<file path="config.mk">
export PLATFORM = sky130hd
export DESIGN_NAME = mem_sched
export DESIGN_NICKNAME = d
export VERILOG_FILES = /design/src/rtl/mem_sched_pkg.sv /design/src/rtl/mem_sched_bank.sv /design/src/rtl/mem_sched_queue.sv /design/src/rtl/mem_sched.sv
export SDC_FILE = /design/constraint.sdc
export NUM_CORES = 1
export LEC_CHECK = 0
export CAP_MARGIN = 40
export CORE_MARGIN = 2
export CORE_UTILIZATION = 37
export DETAILED_ROUTE_END_ITERATION = 10
export GPL_TIMING_DRIVEN = 0
export RECOVER_POWER = 50
export SYNTH_ARGS = -nofsm -noshare
export SYNTH_HDL_FRONTEND = slang
export SYNTH_SLANG_ARGS = --single-unit
</file>
<file path="constraint.sdc">
create_clock -name clk_i -period 4.8 [get_ports clk_i]
set_clock_uncertainty 0.05 [all_clocks]
set_input_delay 0.48 -clock clk_i [delete_from_list [all_inputs] [get_ports clk_i]]
set_output_delay 0.48 -clock clk_i [all_outputs]
set_load 0.02 [all_outputs]
</file>
<file path="src/rtl/mem_sched_pkg.sv">
package mem_sched_pkg;
  typedef enum logic [1:0] {
    CMD_NONE = 2'b00,
    CMD_PRE  = 2'b01,
    CMD_ACT  = 2'b10,
    CMD_RD   = 2'b11
  } cmd_e;
endpackage

</file>
<file path="src/rtl/mem_sched_bank.sv">
module mem_sched_bank
  import mem_sched_pkg::*;
#(
  parameter int ROW_W  = 4,
  parameter int T_BANK = 10,
  parameter int T_HIT  = 5,
  localparam int CW    = $clog2(T_BANK + 1)
) (
  input  logic             clk_i,
  input  logic             rst_ni,
  input  logic             sel_i,
  input  cmd_e             cmd_i,
  input  logic [ROW_W-1:0] row_i,
  output logic             open_o,
  output logic [ROW_W-1:0] open_row_o,
  output logic             cmd_ok_o,
  output logic             rd_ok_o
);
  logic [CW-1:0] busy_q, hit_q;
  logic          issue;

  assign issue = sel_i && (cmd_i != CMD_NONE);

  always_ff @(posedge clk_i or negedge rst_ni) begin
    if (!rst_ni) begin
      busy_q     <= '0;
      hit_q      <= '0;
      open_o     <= 1'b0;
      open_row_o <= '0;
    end else if (issue) begin
      busy_q <= CW'(T_BANK - 1);
      hit_q  <= (cmd_i == CMD_RD) ? CW'(T_HIT - 1) : CW'(T_BANK - 1);
      if (cmd_i == CMD_PRE) open_o <= 1'b0;
      if (cmd_i == CMD_ACT) begin
        open_o     <= 1'b1;
        open_row_o <= row_i;
      end
    end else begin
      if (busy_q != '0) busy_q <= busy_q - 1'b1;
      if (hit_q != '0)  hit_q  <= hit_q - 1'b1;
    end
  end

  assign cmd_ok_o = (busy_q == '0);
  assign rd_ok_o  = (hit_q == '0);

  // independent spacing monitor for the checks below
  logic [CW-1:0] since_q;
  logic          last_rd_q;
  always_ff @(posedge clk_i or negedge rst_ni) begin
    if (!rst_ni) begin
      since_q   <= CW'(T_BANK);
      last_rd_q <= 1'b0;
    end else if (issue) begin
      since_q   <= CW'(1);
      last_rd_q <= (cmd_i == CMD_RD);
    end else if (since_q < CW'(T_BANK)) begin
      since_q <= since_q + 1'b1;
    end
  end


  act_closed_chk: assert property (@(posedge clk_i) disable iff (!rst_ni)
    issue && cmd_i == CMD_ACT |-> !open_o);

  rd_open_chk: assert property (@(posedge clk_i) disable iff (!rst_ni)
    issue && cmd_i == CMD_RD |-> open_o && open_row_o == row_i);

  bank_gap_chk: assert property (@(posedge clk_i) disable iff (!rst_ni)
    issue && cmd_i != CMD_RD |-> since_q >= CW'(T_BANK));

  hit_gap_chk: assert property (@(posedge clk_i) disable iff (!rst_ni)
    issue && cmd_i == CMD_RD |-> since_q >= (last_rd_q ? CW'(T_HIT) : CW'(T_BANK)));
endmodule

</file>
<file path="src/rtl/mem_sched_queue.sv">
module mem_sched_queue #(
  parameter int DEPTH   = 4,
  parameter int BANK_W  = 2,
  parameter int ROW_W   = 4,
  parameter int TID_W   = 2,
  parameter int T_BANK  = 10,
  parameter int T_BURST = 5,
  localparam int IDX_W  = $clog2(DEPTH),
  localparam int CW     = $clog2(DEPTH + 1),
  localparam int TW     = $clog2(T_BANK + T_BURST)
) (
  input  logic              clk_i,
  input  logic              rst_ni,
  input  logic              push_i,
  input  logic [BANK_W-1:0] push_bank_i,
  input  logic [ROW_W-1:0]  push_row_i,
  input  logic [TID_W-1:0]  push_tid_i,
  output logic              full_o,
  input  logic              mark_i,
  input  logic [IDX_W-1:0]  mark_idx_i,
  output logic              vld_o  [DEPTH],
  output logic [BANK_W-1:0] bank_o [DEPTH],
  output logic [ROW_W-1:0]  row_o  [DEPTH],
  output logic              iss_o  [DEPTH],
  output logic              done_o,
  output logic [TID_W-1:0]  done_tid_o,
  output logic              data_valid_o
);
  logic              vld_q [DEPTH], vld_n [DEPTH], iss_q [DEPTH], iss_n [DEPTH];
  logic [BANK_W-1:0] bank_q [DEPTH], bank_n [DEPTH];
  logic [ROW_W-1:0]  row_q [DEPTH], row_n [DEPTH];
  logic [TID_W-1:0]  tid_q [DEPTH], tid_n [DEPTH];
  logic [TW-1:0]     cnt_q [DEPTH], cnt_n [DEPTH];
  logic              t_iss [DEPTH];
  logic [TW-1:0]     t_cnt [DEPTH];
  logic [CW-1:0]     count_q, count_n, cnt_rem;
  logic [IDX_W-1:0]  done_idx;
  logic              do_push;

  assign full_o  = (count_q == CW'(DEPTH));
  assign do_push = push_i && !full_o;
  assign vld_o   = vld_q;
  assign bank_o  = bank_q;
  assign row_o   = row_q;
  assign iss_o   = iss_q;

  always_comb begin
    done_o       = 1'b0;
    done_idx     = '0;
    data_valid_o = 1'b0;
    for (int i = DEPTH - 1; i >= 0; i--) begin
      if (vld_q[i] && iss_q[i] && cnt_q[i] == '0) begin
        done_o   = 1'b1;
        done_idx = IDX_W'(i);
      end
      if (vld_q[i] && iss_q[i] && cnt_q[i] != '0 && cnt_q[i] <= TW'(T_BURST))
        data_valid_o = 1'b1;
    end
    done_tid_o = tid_q[done_idx];
    // advance read timers, then mark the newly read entry
    for (int i = 0; i < DEPTH; i++) begin
      t_iss[i] = iss_q[i];
      t_cnt[i] = (iss_q[i] && cnt_q[i] != '0) ? cnt_q[i] - 1'b1 : cnt_q[i];
      if (mark_i && mark_idx_i == IDX_W'(i)) begin
        t_iss[i] = 1'b1;
        t_cnt[i] = TW'(T_BANK + T_BURST - 1);
      end
    end
    // close the gap left by a finished entry, keeping age order
    for (int j = 0; j < DEPTH; j++) begin
      int src;
      src = (done_o && j >= int'(done_idx)) ? j + 1 : j;
      if (src < DEPTH) begin
        vld_n[j]  = vld_q[src];
        bank_n[j] = bank_q[src];
        row_n[j]  = row_q[src];
        tid_n[j]  = tid_q[src];
        iss_n[j]  = t_iss[src];
        cnt_n[j]  = t_cnt[src];
      end else begin
        vld_n[j]  = 1'b0;
        bank_n[j] = '0;
        row_n[j]  = '0;
        tid_n[j]  = '0;
        iss_n[j]  = 1'b0;
        cnt_n[j]  = '0;
      end
    end
    cnt_rem = count_q - CW'(done_o);
    if (do_push) begin
      vld_n[IDX_W'(cnt_rem)]  = 1'b1;
      bank_n[IDX_W'(cnt_rem)] = push_bank_i;
      row_n[IDX_W'(cnt_rem)]  = push_row_i;
      tid_n[IDX_W'(cnt_rem)]  = push_tid_i;
      iss_n[IDX_W'(cnt_rem)]  = 1'b0;
      cnt_n[IDX_W'(cnt_rem)]  = '0;
    end
    count_n = cnt_rem + CW'(do_push);
  end

  always_ff @(posedge clk_i or negedge rst_ni) begin
    if (!rst_ni) begin
      count_q <= '0;
      for (int i = 0; i < DEPTH; i++) begin
        vld_q[i]  <= 1'b0;
        bank_q[i] <= '0;
        row_q[i]  <= '0;
        tid_q[i]  <= '0;
        iss_q[i]  <= 1'b0;
        cnt_q[i]  <= '0;
      end
    end else begin
      count_q <= count_n;
      vld_q   <= vld_n;
      bank_q  <= bank_n;
      row_q   <= row_n;
      tid_q   <= tid_n;
      iss_q   <= iss_n;
      cnt_q   <= cnt_n;
    end
  end


  depth_chk: assert property (@(posedge clk_i) disable iff (!rst_ni)
    count_q <= CW'(DEPTH));

  full_hold_chk: assert property (@(posedge clk_i) disable iff (!rst_ni)
    full_o && !done_o |=> full_o);

  done_after_data_chk: assert property (@(posedge clk_i) disable iff (!rst_ni)
    done_o |-> $past(data_valid_o));
endmodule

</file>
<file path="src/rtl/mem_sched.sv">
module mem_sched
  import mem_sched_pkg::*;
#(
  parameter int NUM_BANKS = 4,
  parameter int ROW_W     = 4,
  parameter int TID_W     = 2,
  parameter int QDEPTH    = 4,
  parameter int T_BANK    = 10,
  parameter int T_BURST   = 5,
  parameter int T_HIT     = 5,
  localparam int BANK_W   = $clog2(NUM_BANKS),
  localparam int IDX_W    = $clog2(QDEPTH),
  localparam int DB_W     = $clog2(T_BANK + T_BURST)
) (
  input  logic              clk_i,
  input  logic              rst_ni,
  input  logic              frfcfs_i,
  input  logic              req_valid_i,
  input  logic [BANK_W-1:0] req_bank_i,
  input  logic [ROW_W-1:0]  req_row_i,
  input  logic [TID_W-1:0]  req_tid_i,
  output logic              req_ready_o,
  output logic              cmd_valid_o,
  output logic [1:0]        cmd_kind_o,
  output logic [BANK_W-1:0] cmd_bank_o,
  output logic [ROW_W-1:0]  cmd_row_o,
  output logic              data_valid_o,
  output logic              done_o,
  output logic [TID_W-1:0]  done_tid_o
);
  logic              q_vld [QDEPTH], q_iss [QDEPTH];
  logic [BANK_W-1:0] q_bank [QDEPTH];
  logic [ROW_W-1:0]  q_row [QDEPTH];
  logic              q_full;
  logic              bk_open [NUM_BANKS], bk_cmd_ok [NUM_BANKS], bk_rd_ok [NUM_BANKS];
  logic [ROW_W-1:0]  bk_row [NUM_BANKS];
  logic              e_hit [QDEPTH], e_wait [QDEPTH], e_legal [QDEPTH];
  cmd_e              e_kind [QDEPTH];
  logic              go, any_legal, any_hit, any_wait;
  logic [IDX_W-1:0]  pick, first_legal, first_hit, oldest;
  cmd_e              kind_sel;
  logic [DB_W-1:0]   db_cnt_q;
  logic              rd_issue;

  assign req_ready_o = !q_full;

  mem_sched_queue #(
    .DEPTH(QDEPTH), .BANK_W(BANK_W), .ROW_W(ROW_W), .TID_W(TID_W),
    .T_BANK(T_BANK), .T_BURST(T_BURST)
  ) u_queue (
    .clk_i, .rst_ni,
    .push_i(req_valid_i), .push_bank_i(req_bank_i), .push_row_i(req_row_i),
    .push_tid_i(req_tid_i), .full_o(q_full),
    .mark_i(rd_issue), .mark_idx_i(pick),
    .vld_o(q_vld), .bank_o(q_bank), .row_o(q_row), .iss_o(q_iss),
    .done_o, .done_tid_o, .data_valid_o
  );

  for (genvar g = 0; g < NUM_BANKS; g++) begin : g_bank
    mem_sched_bank #(.ROW_W(ROW_W), .T_BANK(T_BANK), .T_HIT(T_HIT)) u_bank (
      .clk_i, .rst_ni,
      .sel_i(go && cmd_bank_o == BANK_W'(g)),
      .cmd_i(kind_sel), .row_i(cmd_row_o),
      .open_o(bk_open[g]), .open_row_o(bk_row[g]),
      .cmd_ok_o(bk_cmd_ok[g]), .rd_ok_o(bk_rd_ok[g])
    );
  end

  // next command of every waiting request and whether it may go now
  always_comb begin
    for (int i = 0; i < QDEPTH; i++) begin
      e_hit[i]   = bk_open[q_bank[i]] && bk_row[q_bank[i]] == q_row[i];
      e_kind[i]  = e_hit[i] ? CMD_RD : (bk_open[q_bank[i]] ? CMD_PRE : CMD_ACT);
      e_wait[i]  = q_vld[i] && !q_iss[i];
      e_legal[i] = e_wait[i] && (e_hit[i]
                   ? (bk_rd_ok[q_bank[i]] && db_cnt_q <= DB_W'(T_BANK))
                   : bk_cmd_ok[q_bank[i]]);
    end
  end

  always_comb begin
    any_legal = 1'b0; first_legal = '0;
    any_hit   = 1'b0; first_hit   = '0;
    any_wait  = 1'b0; oldest      = '0;
    for (int i = QDEPTH - 1; i >= 0; i--) begin
      if (e_legal[i]) begin any_legal = 1'b1; first_legal = IDX_W'(i); end
      if (e_legal[i] && e_hit[i]) begin any_hit = 1'b1; first_hit = IDX_W'(i); end
      if (e_wait[i]) begin any_wait = 1'b1; oldest = IDX_W'(i); end
    end
    if (frfcfs_i) begin
      go   = any_legal;
      pick = any_hit ? first_hit : first_legal;
    end else begin
      go   = any_wait && e_legal[oldest];
      pick = oldest;
    end
  end

  assign kind_sel    = go ? e_kind[pick] : CMD_NONE;
  assign cmd_valid_o = go;
  assign cmd_kind_o  = kind_sel;
  assign cmd_bank_o  = q_bank[pick];
  assign cmd_row_o   = q_row[pick];
  assign rd_issue    = go && e_kind[pick] == CMD_RD;

  // cycles until the last claimed data window has ended
  always_ff @(posedge clk_i or negedge rst_ni) begin
    if (!rst_ni)               db_cnt_q <= '0;
    else if (rd_issue)         db_cnt_q <= DB_W'(T_BANK + T_BURST - 1);
    else if (db_cnt_q != '0)   db_cnt_q <= db_cnt_q - 1'b1;
  end

  logic [DB_W-1:0] rd_gap_q;
  always_ff @(posedge clk_i or negedge rst_ni) begin
    if (!rst_ni)                         rd_gap_q <= DB_W'(T_BURST);
    else if (cmd_valid_o && cmd_kind_o == 2'b11) rd_gap_q <= DB_W'(1);
    else if (rd_gap_q < DB_W'(T_BURST))  rd_gap_q <= rd_gap_q + 1'b1;
  end


  data_bus_chk: assert property (@(posedge clk_i) disable iff (!rst_ni)
    cmd_valid_o && cmd_kind_o == 2'b11 |-> rd_gap_q >= DB_W'(T_BURST));
endmodule

</file>
==> flow_metrics.py, run 1 <==
metrics = {
    "outcome": {
        "status": "complete, but fails checks",
        "failing_checks": "max-capacitance violations, max-slew violations",
    },
    "critical_path": {
        "required_ns": 5.06,
        "worstPathMaxFanout": 6,
        "crit_chain": "inv_2 > ha_4 > or3b_4 > mux4_2 > or4_4 > a311o_1 > a21o_1 > and2_4 > buf_12 > mux2i_4 > and2_4 > inv_2 > ha_4 > nand3b_1 > o22a_1 > buf_6 > mux2_4",
        "cp.depth": 17,
        "critPathSlowestCell": "sky130_fd_sc_hd__mux4_2",
        "cpLargestDelayFamily": "simple AND/OR/NAND/NOR gates",
        "critPathCaptureType": "flop",
        "worstPathBufferInverterCount": 4,
        "ff2ff_path_depth": 17,
        "setup.reg_to_reg.worst_slack_ns": 0.09,
        "slowest_stage_delay_cp_ns": 0.51,
        "cp_data_arrival_time_ns": 4.96,
        "crit_type": "flop to flop",
        "timing.critical_path.from_type": "flop",
    },
    "route": {
        "drt_drc_violations_left": 0,
        "postRouteAntennaNets": 0,
        "per_cell_via_count_in_the_routed_design": 5.50,
        "detail_route.iter0.violations": 410,
        "wirelength_mm": 20.8,
        "dr_total_vias": 6405,
        "average_wire_length_per_cell_after_detail_routing_um": 17.8,
        "detail_route.first_pass.iterations": 5,
    },
    "global_route": {
        "via_count_of_the_first_global_routing_pass": 6420,
        "grt_use_total_pct": 19.8,
        "antenna_violations_before_repair": 0,
        "gr-total-overflow": 0,
        "grt_first_pass_wirelength_mm": 34.1,
        "maximum_number_of_pins_on_one_net_before_global_route_repair": 77,
    },
    "yosys": {
        "yosysTopAreaCell": "sky130_fd_sc_hd__dfrtp_1",
        "synth_edf_count": 0,
        "synth_sequential_area_ratio_pct": 37.0,
        "ys_async_sr_fraction_pct": 100,
        "synth_cell_types": 64,
        "syn_inst": 789,
        "yosys-top-cells-area": "sky130_fd_sc_hd__dfrtp_1 (37%), sky130_fd_sc_hd__mux4_2 (8.4%), sky130_fd_sc_hd__ha_1 (5.2%)",
        "synthDominantCellAreaShare_pct": 37.0,
        "syn_nets": 833,
        "synth-main-ff-cell": "sky130_fd_sc_hd__dfrtp_1",
        "synth_area_per_cell_um2": 9.85,
        "synthesis.area_mm2": 0.00777,
        "post_synth_top_cells": "sky130_fd_sc_hd__dfrtp_1 (115), sky130_fd_sc_hd__nand2_1 (94), sky130_fd_sc_hd__nor2_1 (63)",
        "number_of_synthesized_register_bits": 115,
        "synth.most_common_cell": "sky130_fd_sc_hd__dfrtp_1",
        "ys_warn_count": 0,
    },
    "job": {
        "max_cap_viol_count": 1,
    },
    "cts": {
        "clock_tree.htree_level_count": 4,
        "clock_sinks": 115,
        "cts.path.max_buffers": 2,
        "clkSlewWorstSetupHoldPaths_ns": 0.06,
        "cts_tree": "yes",
        "cts_made_buffers": 17,
        "root_buffer": "sky130_fd_sc_hd__clkbuf_16",
        "worstSkewPairLatency_ns": 0.42,
    },
    "floorplanning": {
        "placementRows": 53,
        "starting_utilization_of_the_core_area_pct": 37.3,
        "die-height_um": 149,
        "io_pins": 26,
        "dieWidth_um": 149,
        "design.core.area_mm2": 0.0208,
        "area_of_the_die_mm2": 0.0222,
    },
    "cells_and_area": {
        "design.final.nets": 921,
        "layout_cells_sized_above_1_pct": 25.2,
        "n_antenna_cell": 0,
        "post-route-cell-area_mm2": 0.00961,
        "seq_area_mm2": 0.00288,
        "num-fill-cells": 1942,
        "multiInputGateArea_mm2": 0.00482,
        "syn2layout_area_growth_pct": 23.7,
    },
    "power": {
        "leakagePower_uw": 0.00410,
        "ir_drop_mv": 0.457,
        "power.density_cell_area_mw_per_mm2": 765,
    },
    "sta": {
        "tightestPinTransition_ns": 2.38,
        "min_period_over_period_pct": 98.1,
        "setup-violations-final": 0,
        "finalHoldViolCount": 0,
        "worst_slew_margin_rel_pct": -58.4,
        "max_freq_mhz": 212,
        "finalCriticalPeriod_ns": 4.71,
        "whs_ns": 0.429,
        "slew_violations": 40,
    },
    "place": {
        "placement.cell_area_mm2": 0.00846,
        "io_buffer_count": 25,
        "place_congestion": 0.872,
        "sum_of_net_half_perimeters_after_detailed_placement_mm": 14.5,
    },
    "worst_hold_path": {
        "hold_class": "flop to flop",
        "hold_path_depth": 1,
    },
}
## cell usage in the layout, fill, tap and decap left out, types with 7 or more instances in the layout
| cell type | count |
|---|---|
| sky130_fd_sc_hd__a211oi_1 | 7 |
| sky130_fd_sc_hd__a21oi_1 | 39 |
| sky130_fd_sc_hd__a221oi_1 | 10 |
| sky130_fd_sc_hd__a31oi_1 | 16 |
| sky130_fd_sc_hd__buf_2 | 8 |
| sky130_fd_sc_hd__buf_4 | 44 |
| sky130_fd_sc_hd__clkbuf_1 | 12 |
| sky130_fd_sc_hd__clkbuf_16 | 17 |
| sky130_fd_sc_hd__clkdlybuf4s50_1 | 14 |
| sky130_fd_sc_hd__dfrtp_1 | 112 |
| sky130_fd_sc_hd__ha_1 | 27 |
| sky130_fd_sc_hd__inv_1 | 34 |
| sky130_fd_sc_hd__inv_2 | 10 |
| sky130_fd_sc_hd__mux2_2 | 31 |
| sky130_fd_sc_hd__mux2i_1 | 31 |
| sky130_fd_sc_hd__mux4_2 | 31 |
| sky130_fd_sc_hd__nand2_1 | 94 |
| sky130_fd_sc_hd__nand2b_1 | 22 |
| sky130_fd_sc_hd__nand3_1 | 10 |
| sky130_fd_sc_hd__nor2_1 | 61 |
| sky130_fd_sc_hd__nor3_1 | 19 |
| sky130_fd_sc_hd__nor3b_1 | 11 |
| sky130_fd_sc_hd__o21ai_0 | 24 |
| sky130_fd_sc_hd__or3_1 | 12 |
| sky130_fd_sc_hd__xnor2_1 | 33 |
## where the power goes
group / switching, uW / internal, uW
sequential: 465 / 1420
combinational: 2220 / 2030
clock: 498 / 728
## layer usage
layer  wire length (um)  part of all wire, %  track usage (%)
met4                386                  1.9             6.38
met1               9360                   45             26.5
met5                  0                    0                0
met3               1020                  4.9             4.07
met2               9980                   48             32.2
## logic make-up (layout without fill, tap and decap cells)
family | count (synthesis) | in the layout | synth area share (%)
muxes | 96 | 96 | 18.1
buffers and inverters | 78 | 179 | 4.44
adders and majority gates | 32 | 32 | 5.15
and+or+nand+nor | 291 | 291 | 19.1
DFF | 115 | 115 | 37.0
xor gates and xnor gates | 41 | 41 | 4.62
AOI/OAI and AO/OA | 136 | 136 | 11.6
## cell type report
cell class	instances	area share, %
multi-input combinational	596	50.1
sequential	115	30.0
clock buffer	18	4.57
timing repair buffer	78	7.05
clock inverter	14	1.38
buffer	24	1.60
inverter	45	1.76
tap	275	3.58
## state kept, by name (all words and copies together), names as in the netlist, 8 cells and up
| signal | cells |
|---|---|
| g_bank.u_bank.busy_q | 16 |
| u_queue.cnt_q | 16 |
| u_queue.tid_q | 8 |
| u_queue.row_o | 16 |
| u_queue.bank_o | 8 |
| g_bank.u_bank.open_row_o | 16 |
| g_bank.u_bank.hit_q | 16 |
## through the flow
| stage | worst slack, ns | instances | utilization [%] | power (uW) | TNS [ns] |
|---|---|---|---|---|---|
| floorplan | 0.0478 | 789 | - | 4570 | 0 |
| detailed placement | -1.01 | 1094 | 40.6 | 5610 | -44.57 |
| global placement | -1.65 | 1089 | 40.4 | 5530 | -232.38 |
| finish | 0.0920 | 1165 | 46.2 | 7360 | 0 |
| CTS | -0.0371 | 1147 | 45.0 | 7110 | -0.0371 |
| global route | -0.0643 | 1165 | 46.2 | 7900 | -0.408 |
## final timing paths
check	from	endpoint
max	g_bank[3].u_bank.hit_q[1]	g_bank[0].u_bank.hit_q[2]
min	u_queue.count_q[2]	u_queue.count_q[2]
max reg2reg	g_bank[3].u_bank.hit_q[1]	g_bank[0].u_bank.hit_q[2]
min reg2reg	u_queue.count_q[2]	u_queue.count_q[2]
max in group asynchronous	rst_ni	u_queue.cnt_q[3]
min in group asynchronous	rst_ni	u_queue.cnt_q[10]
## what timing repair did
action / 4_1_cts / 5_1_grt
pin swaps: 14 / 11
hold buffers: 1 / 0
gates resized for setup: 51 / 25
setup endpoints to repair: 63 / 65
buffers inserted: 28 / 19
endpoints found under the hold margin: 39 / 0
No activity file was read; power rests on OpenSTA's default activity.
==> run 2, diff against run 1 <==
--- a/config.mk
+++ b/config.mk
@@ -9,7 +9,6 @@
 export CORE_MARGIN = 2
 export CORE_UTILIZATION = 37
 export DETAILED_ROUTE_END_ITERATION = 10
-export GPL_TIMING_DRIVEN = 0
 export RECOVER_POWER = 50
 export SYNTH_ARGS = -nofsm -noshare
 export SYNTH_HDL_FRONTEND = slang
==> run 2 against run 1 <==
Compared with the run above:
- critical endpoint is now cmd_kind_o[0]
- hold slack worse by 0.0074 ns
- non-clock buffer count shrank 31
- the run still ends with max-capacitance violations, max-slew violations left
- combinational power down 11%
- design area shrank 3.3%
- clock power grew 19%
- global-route usage shrank 1.4 points
==> flow_metrics.py, run 2 (synthesis gave the netlist of run 1 again) <==
metrics = {
    "power": {
        "leakagePower_uw": 0.00403,
        "ir_drop_mv": 0.357,
        "finalPower_uw": 7130,
        "power.density_cell_area_mw_per_mm2": 767,
    },
    "critical_path": {
        "timing.critical_path.from_type": "flop",
        "ff2ff_path_depth": 14,
        "required_ns": 4.27,
        "r2r-start": "g_bank[0].u_bank.hit_q[1]",
        "setup.worst_path.start": "g_bank[0].u_bank.hit_q[1]",
        "crit_type": "flop to output pin",
        "worstReg2RegEnd": "g_bank[0].u_bank.hit_q[2]",
        "cp_data_arrival_time_ns": 4.23,
        "worst_setup_path_endpoint": "cmd_kind_o[0]",
        "critPathCaptureType": "output pin",
        "setup.reg_to_reg.worst_slack_ns": 0.15,
        "worstPathMaxFanout": 4,
    },
    "cells_and_area": {
        "num-fill-cells": 1990,
        "layout_cells_sized_above_1_pct": 20.8,
        "design.final.nets": 890,
        "layout.cells.most_common_list": "sky130_fd_sc_hd__dfrtp_1 (113), sky130_fd_sc_hd__nand2_1 (94), sky130_fd_sc_hd__nor2_1 (62), sky130_fd_sc_hd__inv_1 (39), sky130_fd_sc_hd__a21oi_1 (39)",
        "seq_area_mm2": 0.00288,
        "final_common_cell": "sky130_fd_sc_hd__dfrtp_1",
        "syn2layout_area_growth_pct": 19.6,
        "postLayoutCoreUtil_pct": 44.6,
        "multiInputGateArea_mm2": 0.00465,
        "n_antenna_cell": 0,
    },
    "sta": {
        "unrepaired_setup_endpoints_after_global_routing": "true",
        "max_freq_mhz": 210,
        "finalCriticalPeriod_ns": 4.76,
        "tightestPinTransition_ns": 2.12,
        "slew_violations": 68,
        "min_period_over_period_pct": 99.1,
        "setup-violations-final": 0,
        "worst_slew_margin_rel_pct": -41.1,
        "finalHoldViolCount": 0,
    },
    "route": {
        "dr_total_vias": 6136,
        "detail_route.first_pass.iterations": 5,
        "average_wire_length_per_cell_after_detail_routing_um": 17.1,
        "per_cell_via_count_in_the_routed_design": 5.41,
        "postRouteAntennaNets": 0,
        "detail_route.iter0.violations": 416,
        "drt_drc_violations_left": 0,
        "wirelength_mm": 19.4,
    },
    "global_route": {
        "maximum_number_of_pins_on_one_net_before_global_route_repair": 52,
        "grt_first_pass_wirelength_mm": 31.9,
        "via_count_of_the_first_global_routing_pass": 5990,
        "gr-total-overflow": 0,
        "antenna_violations_before_repair": 0,
        "grt_use_total_pct": 18.4,
    },
    "floorplanning": {
        "placementRows": 53,
        "die-height_um": 149,
        "starting_utilization_of_the_core_area_pct": 37.3,
        "design.core.area_mm2": 0.0208,
        "io_pins": 26,
        "dieWidth_um": 149,
        "area_of_the_die_mm2": 0.0222,
    },
    "cts": {
        "clkSlewWorstSetupHoldPaths_ns": 0.05,
        "worstSkewPairLatency_ns": 0.42,
        "clock_sinks": 115,
        "root_buffer": "sky130_fd_sc_hd__clkbuf_16",
        "clock_tree.htree_level_count": 4,
        "cts_made_buffers": 17,
        "cts.path.max_buffers": 2,
        "cts_tree": "yes",
    },
    "place": {
        "io_buffer_count": 25,
        "sum_of_net_half_perimeters_after_detailed_placement_mm": 14.1,
        "place_congestion": 0.880,
    },
    "job": {
        "max_cap_viol_count": 2,
    },
    "outcome": {
        "failing_checks": "max-capacitance violations, max-slew violations",
        "status": "complete, but fails checks",
    },
    "worst_hold_path": {
        "min_from": "u_queue.count_q[2]",
        "hold_class": "flop to flop",
    },
}
-- run 2: layout make-up --
type | count | area share (%)
clock buffers | 20 | 4.91
clock inverters | 12 | 2.44
inverters | 45 | 1.82
multi-input cells | 596 | 50.1
flip-flops and latches | 115 | 31.0
well taps | 275 | 3.70
repair buffers | 71 | 6.09
-- run 2: layer usage --
metal | wire length [um] | part of all wire (%) | global-route usage, % | vias up
met5 | 0 | 0 | 0 | -
met1 | 8840 | 46 | 25.3 | 3008
met4 | 282 | 1.5 | 6.00 | 0
met2 | 9380 | 48 | 29.5 | 150
li1 | - | - | - | 2957
met3 | 852 | 4.4 | 3.12 | 21
-- run 2: worst min-delay path by stage --
stage | slack [ns] | to | depth (start not counted)
final | 0.42 | u_queue.count_q[2] | 1
after global routing | 0.45 | u_queue.count_q[2] | 1
after CTS | 0.43 | u_queue.count_q[2] | 1
after detailed placement | 0.38 | u_queue.cnt_q[11] | 1
after global placement | 0.38 | u_queue.cnt_q[10] | 1
after floorplan | 0.13 | db_cnt_q[0] | 0
-- run 2: power breakdown --
| group | leakage, uW | switching, uW | internal [uW] |
|---|---|---|---|
| Sequential | 0.00140 | 463 | 1410 |
| Clock | 0.000327 | 455 | 1000 |
| Combinational | 0.00230 | 1990 | 1810 |
| Total | 0.00403 | 2910 | 4220 |
-- run 2: worst max-delay path, stage by stage (launching register included) --
cell	delay [ns]
sky130_fd_sc_hd__dfrtp_1	0.40
sky130_fd_sc_hd__inv_1	0.08
sky130_fd_sc_hd__ha_1	0.19
sky130_fd_sc_hd__or3b_4	0.42
sky130_fd_sc_hd__mux4_2	0.51
sky130_fd_sc_hd__or4_4	0.45
sky130_fd_sc_hd__a311o_1	0.38
sky130_fd_sc_hd__a21o_1	0.19
sky130_fd_sc_hd__and2_4	0.19
sky130_fd_sc_hd__mux2i_4	0.19
sky130_fd_sc_hd__and2_4	0.19
sky130_fd_sc_hd__clkdlybuf4s50_1	0.62
-- run 2: what timing repair did --
item                                   CTS  global route
setup endpoints to repair               25            23
buffers inserted                         5             2
pin swaps                                0             1
endpoints found under the hold margin   26             0
gates cloned                             0             0
hold buffers                             1             0
resized for setup                       19            12
-- run 2: per-stage QoR --
stage	worst slack (ns)	cells	instance area (um^2)	hold slack, ns	TNS (ns)
3_3_place_gp	-0.0705	1093	8520	0.379	-0.175
3_5_place_dp	-0.0624	1094	8540	0.383	-0.132
6_report	0.0447	1134	9290	0.421	0
4_1_cts	0.0257	1132	9300	0.427	0
5_1_grt	-0.126	1134	9290	0.447	-0.277
2_1_floorplan	0.0478	789	7820	0.134	0
